**config.mk**
```make
export PLATFORM = sky130hd
export DESIGN_NAME = apb_serial_regs
export DESIGN_NICKNAME = d
export VERILOG_FILES = /design/src/rtl/apb_serial_regs.sv
export SDC_FILE = /design/constraint.sdc
export NUM_CORES = 1
export LEC_CHECK = 0
export BUFFER_PORTS_ARGS = -buffer_cell sky130_fd_sc_hd__buf_2
export CAP_MARGIN = 20
export CORE_ASPECT_RATIO = 0.75
export CORE_MARGIN = 2
export CORE_UTILIZATION = 62
export DETAILED_ROUTE_END_ITERATION = 6
export PLACE_DENSITY_LB_ADDON = 0.3
export SLEW_MARGIN = 20
export SYNTH_ARGS = -nofsm -noshare
export SYNTH_HDL_FRONTEND = slang
export SYNTH_SLANG_ARGS = --single-unit
```
**constraint.sdc**
```tcl
create_clock -name pclk -period 3.92 [get_ports pclk]
set_input_delay 0.784 -clock pclk [delete_from_list [all_inputs] [get_ports pclk]]
set_output_delay 0.784 -clock pclk [all_outputs]
set_load 0.03 [all_outputs]
```
**src/rtl/apb_serial_regs.sv**
```systemverilog
module apb_serial_regs #(
  parameter int DEPTH = 16,
  parameter int AW    = 12
) (
  input  logic          pclk,
  input  logic          presetn,
  input  logic          psel,
  input  logic          penable,
  input  logic          pwrite,
  input  logic [AW-1:0] paddr,
  input  logic [31:0]   pwdata,
  output logic [31:0]   prdata,
  output logic          pready,
  output logic          pslverr,
  input  logic [7:0]    rx_data,
  input  logic          rx_valid,
  output logic          rx_ready,
  output logic [7:0]    tx_data,
  output logic          tx_valid,
  input  logic          tx_ready,
  output logic          irq
);
  localparam int PW = $clog2(DEPTH);
  localparam int CW = PW + 1;
  localparam logic [CW-1:0] FULL = CW'(DEPTH);
  localparam logic [CW-1:0] HALF = CW'(DEPTH / 2);

  logic [7:0]    mem [DEPTH];
  logic [PW-1:0] rp, wp;
  logic [CW-1:0] cnt;
  logic [31:0]   ctrl, status;

  wire [7:0] off      = 8'(paddr);
  wire       acc      = psel & penable;
  wire       data_hit = (off == 8'h00) || (off == 8'h03);
  wire       wr       = acc & pwrite;
  wire       rd       = acc & ~pwrite;
  wire       nonempty = (cnt != '0);
  wire       pop      = rd & data_hit & nonempty;
  wire       push     = rx_valid & rx_ready;
  wire       sent     = wr & data_hit & ctrl[1] & tx_ready;

  assign rx_ready = ctrl[0] & (cnt != FULL);
  assign tx_valid = sent;
  assign tx_data  = pwdata[7:0];
  assign pready   = 1'b1;
  assign pslverr  = 1'b0;

  assign status = {21'b0, cnt == FULL, 1'b0, cnt >= HALF, 1'b0, 4'b0, 2'b11, nonempty};

  always_comb begin
    prdata = '0;
    if (rd) begin
      case (off)
        8'h00, 8'h03: prdata = nonempty ? {24'b0, mem[rp]} : 32'b0;
        8'h04:        prdata = status;
        8'h08:        prdata = ctrl;
        default:      prdata = '0;
      endcase
    end
  end

  always_ff @(posedge pclk) begin
    if (push) mem[wp] <= rx_data;
  end

  always_ff @(posedge pclk or negedge presetn) begin
    if (!presetn) begin
      ctrl <= '0;
      rp   <= '0;
      wp   <= '0;
      cnt  <= '0;
      irq  <= 1'b0;
    end else begin
      if (wr && off == 8'h08) ctrl <= pwdata;
      if (push) wp <= wp + 1'b1;
      if (pop)  rp <= rp + 1'b1;
      cnt <= cnt + CW'(push) - CW'(pop);
      irq <= (push & ctrl[2]) | (sent & ctrl[3]);
    end
  end

  assert_no_overflow_R4: assert property (@(posedge pclk) disable iff (!presetn)
    (cnt == FULL) |-> !rx_ready);

  assert_rx_gate_R3: assert property (@(posedge pclk) disable iff (!presetn)
    !ctrl[0] |-> !rx_ready);

  assert_tx_gate_R7: assert property (@(posedge pclk) disable iff (!presetn)
    tx_valid |-> (tx_ready && pwrite && psel && penable));

  assert_irq_cause_R8: assert property (@(posedge pclk) disable iff (!presetn)
    $rose(irq) |-> $past((rx_valid && rx_ready) || tx_valid));

  assert_empty_read_R6: assert property (@(posedge pclk) disable iff (!presetn)
    (rd && data_hit && status[0] == 1'b0) |-> (prdata == 32'b0));

  assert_count_step_R5: assert property (@(posedge pclk) disable iff (!presetn)
    (!rx_valid && !(psel && penable)) |=> $stable(cnt));
endmodule

```
* After elaboration in Yosys (flattened, before gate mapping)
Memories as Yosys holds them, arrays and structs flattened. Index checks and enable logic that the tools add are counted.
Cells by class: equal/unequal tests 5, add/subtract/negate cells 4, mux-type cells 5, bitwise logic cells 14, order comparisons 1, reductions and logical operators 5
Operators with widths (count):
- case mux 32 bit (3 select lines) | 1
- 2-to-1 mux 32 bit | 1
- AND 1 bit | 12
- adder 4 x 1 -> 4 bit (second input constant) | 2
- equality test 8 x 2 -> 1 bit (second input constant) | 1
- equality test 8 x 3 -> 1 bit (second input constant) | 1
- equality test 8 x 4 -> 1 bit (second input constant) | 1
- zero test 8 bit | 1
- 2-to-1 mux 8 bit | 1
- adder 5 x 1 -> 5 bit | 1
- equality test 5 bit (second input constant) | 1
- >= comparator 5 x 4 -> 1 bit (second input constant) | 1
- != test 5 bit (second input constant) | 1
- nonzero test 5 bit | 1
- subtractor 5 x 1 -> 5 bit | 1
- 2-to-1 mux 1 bit | 2
- OR reduction 2 bit | 1
- logical AND 1 bit | 1
- logical OR 1 bit | 1
- inverter 1 bit | 1
- bitwise OR 1 bit | 1
Word-level totals: output and inout port bits 45, register bits 46, memories 1, input bits 59, RAM bits 128
Memories:
- mem | words 16, width 8, rd ports 1, clocked after Yosys merged registers in 0, write ports 1, RTL line 28 | logic [7:0] mem [DEPTH];

* Longest topological paths before layout
word-level depth 7, depth in mapped cells 14, depth with buffers taken out 13

* Worst setup path before layout
No wires, ideal clock.
path type input port to output port, start input paddr[5], end output prdata[2], stages 4, slack 453 ps, arrival 2683 ps, path buffers 0, data required time 3136 ps, cell sequence or4_4 -> nor4_4 -> nand3_4 -> o31ai_1
On the way: word-level cells in the longest chain between the ends 4, elaborated cells between the ends (all ways) 7, those cells by class eq/ne (3); mux (2); reduce/logical (2)
RTL lines:
- start, declared | RTL line 10 | input logic [AW-1:0] paddr,
- equality test 8 x 2 -> 1 bit / zero test 8 bit (equally long branches) | RTL line 54 | case (off)
- OR reduction 2 bit | RTL line 54
- case mux 32 bit (3 select lines) (*) | RTL line 54
- 2-to-1 mux 32 bit (*) | RTL line 53 | if (rd) begin
- end, declared | RTL line 12 | output logic [31:0] prdata,
Every way passes the cells marked *; elsewhere a longest branch is shown, timed or not.

* Worst setup path after layout
Ends and elaborated chain as after synthesis.

==> impl_metrics.py <==
metrics = {
    "grt": {
        "grt_pass1_wl_um": 23500,
        "grt_usage": 0.252,
        "grt_pass1_vias": 4267,
        "grt_max_degree": 47,
        "antenna_found_initial": 0,
        "gr-total-overflow": 0,
    },
    "detailed_routing": {
        "wire_per_inst_um": 21.2,
        "ant_nets": 0,
        "routed_via_density": 5.84,
        "drc": 0,
        "vias": 4165,
        "drt_iter0_drc": 247,
        "routed_wl_um": 15100,
        "drt-pass1-iter-count": 5,
    },
    "sta": {
        "worst_pin_slew_ps": 1030,
        "slew_viol_final": 0,
        "fin_skew_ps": 10.9,
        "holdWs_ps": 357,
        "hold_viol": 0,
        "finalSetupViolCount": 0,
        "relSlewSlack": 0.311,
        "post-route-period-util": 0.871,
        "finalSetupTns_ps": 0,
        "rsz0062_at_grt": "no",
        "fmax_mhz": 293,
        "period_minus_slack_ps": 3410,
    },
    "finish": {
        "area_growth_pct": 15.5,
        "drive_above_1_share": 0.377,
        "diodes": 0,
        "fin_nets": 611,
    },
    "floorplan": {
        "coreArea_mm2": 0.0117,
        "start_util": 0.640,
        "dieArea_mm2": 0.0129,
        "die_y_um": 99.0,
        "die_w_um": 131,
        "ioPinCount": 104,
        "fp-row-count": 34,
    },
    "worst_setup_path": {
        "arrival_ps": 2630,
        "cp.required_ps": 3140,
        "start_kind": "primary input",
        "cp-end-kind": "output port",
        "cp_slowest_stage_delay_ps": 570,
        "crit_family": "simple AND/OR/NAND/NOR gates",
        "path_cells": "buf_2 -> or4_4 -> nor4_4 -> nand3_4 -> o31ai_1 -> buf_2",
        "crit_type": "primary input to output port",
        "crit_top_cell": "buf_2",
        "crit_fanout": 6,
        "path_buf_inv": 2,
        "cp_slowest_cell": "or4_4",
    },
    "yosys": {
        "synthCells": 444,
        "synthesis.area_mm2": 0.00746,
        "synth_fa_ha_area_frac": 0.0245,
        "syn_avg_cell_area_um2": 16.8,
        "netlist.top_cell.by_area": "edfxtp_1",
        "synth_mux_area_frac": 0.148,
        "synth_compound_area_frac": 0.0386,
        "ys_ff_latch": 174,
        "synth_warnings": 0,
        "seq_area_frac_synth": 0.670,
        "synth_area_leaders": "edfxtp_1 52%, dfrtp_1 15%, mux4_2 8.8%",
        "synth_nets": 517,
        "synth_top_cell_area_share": 0.515,
        "synth_xor_area_frac": 0.0117,
        "synth_top_family_by_area": "multiplexers",
        "synthSimpleGateAreaFrac": 0.0760,
        "yosysUniqueCellTypes": 50,
    },
    "clock_network": {
        "numCtsBuffers": 17,
        "htree_levels": 4,
        "post-cts-setup-buffer-count": 0,
        "cts_tree": "built",
        "cts-hold-fix-buffers": 0,
        "clkSinkCount": 174,
        "clockRootBuffer": "clkbuf_16",
        "clk_latency_ps": 430,
        "clock_path_buffers": 2,
        "path_clk_slew_ps": 60,
        "ctsResizeCount": 0,
    },
    "placed_design": {
        "gp_congestion": 0.760,
        "port_buffers": 97,
        "dp_hpwl_um": 10300,
    },
    "pwr": {
        "leakage_nw": 3.38,
        "power_mw": 3.94,
        "power_density_mw_per_mm2": 458,
        "ir_drop_uv": 382,
    },
    "hold_path": {
        "hp-class": "primary input to async pin",
    },
    "job": {
        "cap_violations": 0,
    },
    "outcome": {
        "outcome": "complete, no violations",
    },
}
flip-flops by register name, indices dropped and copies added (netlist names):
| name | flops |
|---|---|
| cnt | 5 |
| ctrl | 32 |
| irq | 1 |
| mem | 128 |
| rp | 4 |
| wp | 4 |
cells by family (layout without fill, tap and decap cells):
| logic type | after synthesis | after routing |
|---|---|---|
| DFF | 174 | 174 |
| xor gates and xnor gates | 10 | 10 |
| adders and majority gates | 14 | 14 |
| muxes | 68 | 68 |
| and+or+nand+nor | 97 | 97 |
| other | 2 | 2 |
| AOI/OAI and AO/OA | 38 | 38 |
| buffers and inverters | 41 | 148 |
cells in the final DEF (no fill, tap or decap), types with 2 or more instances in the layout:
cell,netlist,routed
o21ai_0,2,2
buf_4,11,9
clkbuf_16,0,17
mux2_2,29,29
nand3_4,2,2
a21o_1,2,2
a31oi_1,2,2
and2_1,23,23
a22o_1,6,6
inv_6,0,3
and3_1,3,3
bufinv_16,0,2
nand4_1,5,5
inv_1,9,9
clkinvlp_4,0,5
mux2i_1,5,5
clkinv_1,0,2
a22oi_1,13,13
a21oi_1,4,4
xnor2_1,6,6
o22ai_1,2,2
nand2_1,18,18
nor2b_1,9,9
edfxtp_1,128,128
ha_1,13,13
mux4_2,29,29
buf_2,4,96
conb_1,2,2
mux2_4,5,5
a211oi_1,2,2
nor3_1,6,6
nand2b_1,3,3
clkbuf_1,8,2
nor2_1,19,19
dfrtp_1,46,45
xor2_1,4,4
power by group:
group	total (mW)	leakage, nW	internal [mW]	switching [mW]
combinational	0.277	1.35	0.122	0.155
sequential	2.05	1.77	2.01	0.0328
clock	1.62	0.262	0.939	0.681
cells in the mapped netlist (all sizes together):
library cell / n
a211oi: 2
a21bo: 1
a21o: 2
a21oi: 4
a22o: 6
a22oi: 13
a31oi: 2
and2: 23
and3: 3
and3b: 1
and4: 2
buf: 21
clkbuf: 10
conb: 2
dfrtp: 46
edfxtp: 128
fa: 1
ha: 13
inv: 10
mux2: 34
mux2i: 5
mux4: 29
nand2: 18
nand2b: 3
nand3: 3
nand4: 5
nor2: 19
nor2b: 9
nor3: 7
nor4: 2
o21ai: 2
o22a: 1
o22ai: 2
o311a: 1
o31ai: 1
o32ai: 1
or2: 1
or4: 1
xnor2: 6
xor2: 4
area by class of cell:
| cell class | count | area, um2 |
|---|---|---|
| fillers | 741 | 3040 |
| inverters | 10 | 40.0 |
| repair buffers | 106 | 568 |
| clock inverters | 13 | 140 |
| multi-input cells | 229 | 2240 |
| clock buffers | 19 | 433 |
| well taps | 162 | 203 |
| flip-flops and latches | 174 | 5000 |
worst reg2reg max path: cells and delay by family, from the launching register on:
kind,cells,cell delay (ps)
buffers and inverters,3,210
AND/OR/NAND/NOR,3,260
XOR/XNOR,1,150
AO/OA/AOI/OAI,2,560
adder cells (fa/ha/maj),4,1100
flip-flops,1,350
worst paths after layout:
kind,cells after the start,endpoint,slack (ps),from
max,6,prdata[2],510,paddr[5]
min reg2reg,1,ctrl[13],500,ctrl[13]
max in group asynchronous,1,rp[0],3140,presetn
min,1,rp[3],360,presetn
min in group pclk,1,ctrl[13],500,ctrl[13]
max reg2reg,13,cnt[4],1220,cnt[2]
through the flow:
| stage | utilization | cell area (um2) | setup slack (ps) | cells |
|---|---|---|---|---|
| 2_1_floorplan | - | 7460 | 453 | 444 |
| 3_3_place_gp | 0.690 | 8040 | 425 | 681 |
| 3_5_place_dp | 0.690 | 8040 | 329 | 681 |
| 4_1_cts | 0.739 | 8610 | 487 | 713 |
| 5_1_grt | 0.739 | 8620 | 376 | 713 |
| 6_report | 0.739 | 8620 | 507 | 713 |
metal layers:
layer,track usage,routed length (um),vias to the layer above
met3,0.0581,858,14
met4,0.0671,153,0
met1,0.363,6500,2153
li1,-,-,1873
met2,0.395,7610,125
met5,0,0,-
(Power assumes the default switching activity.)
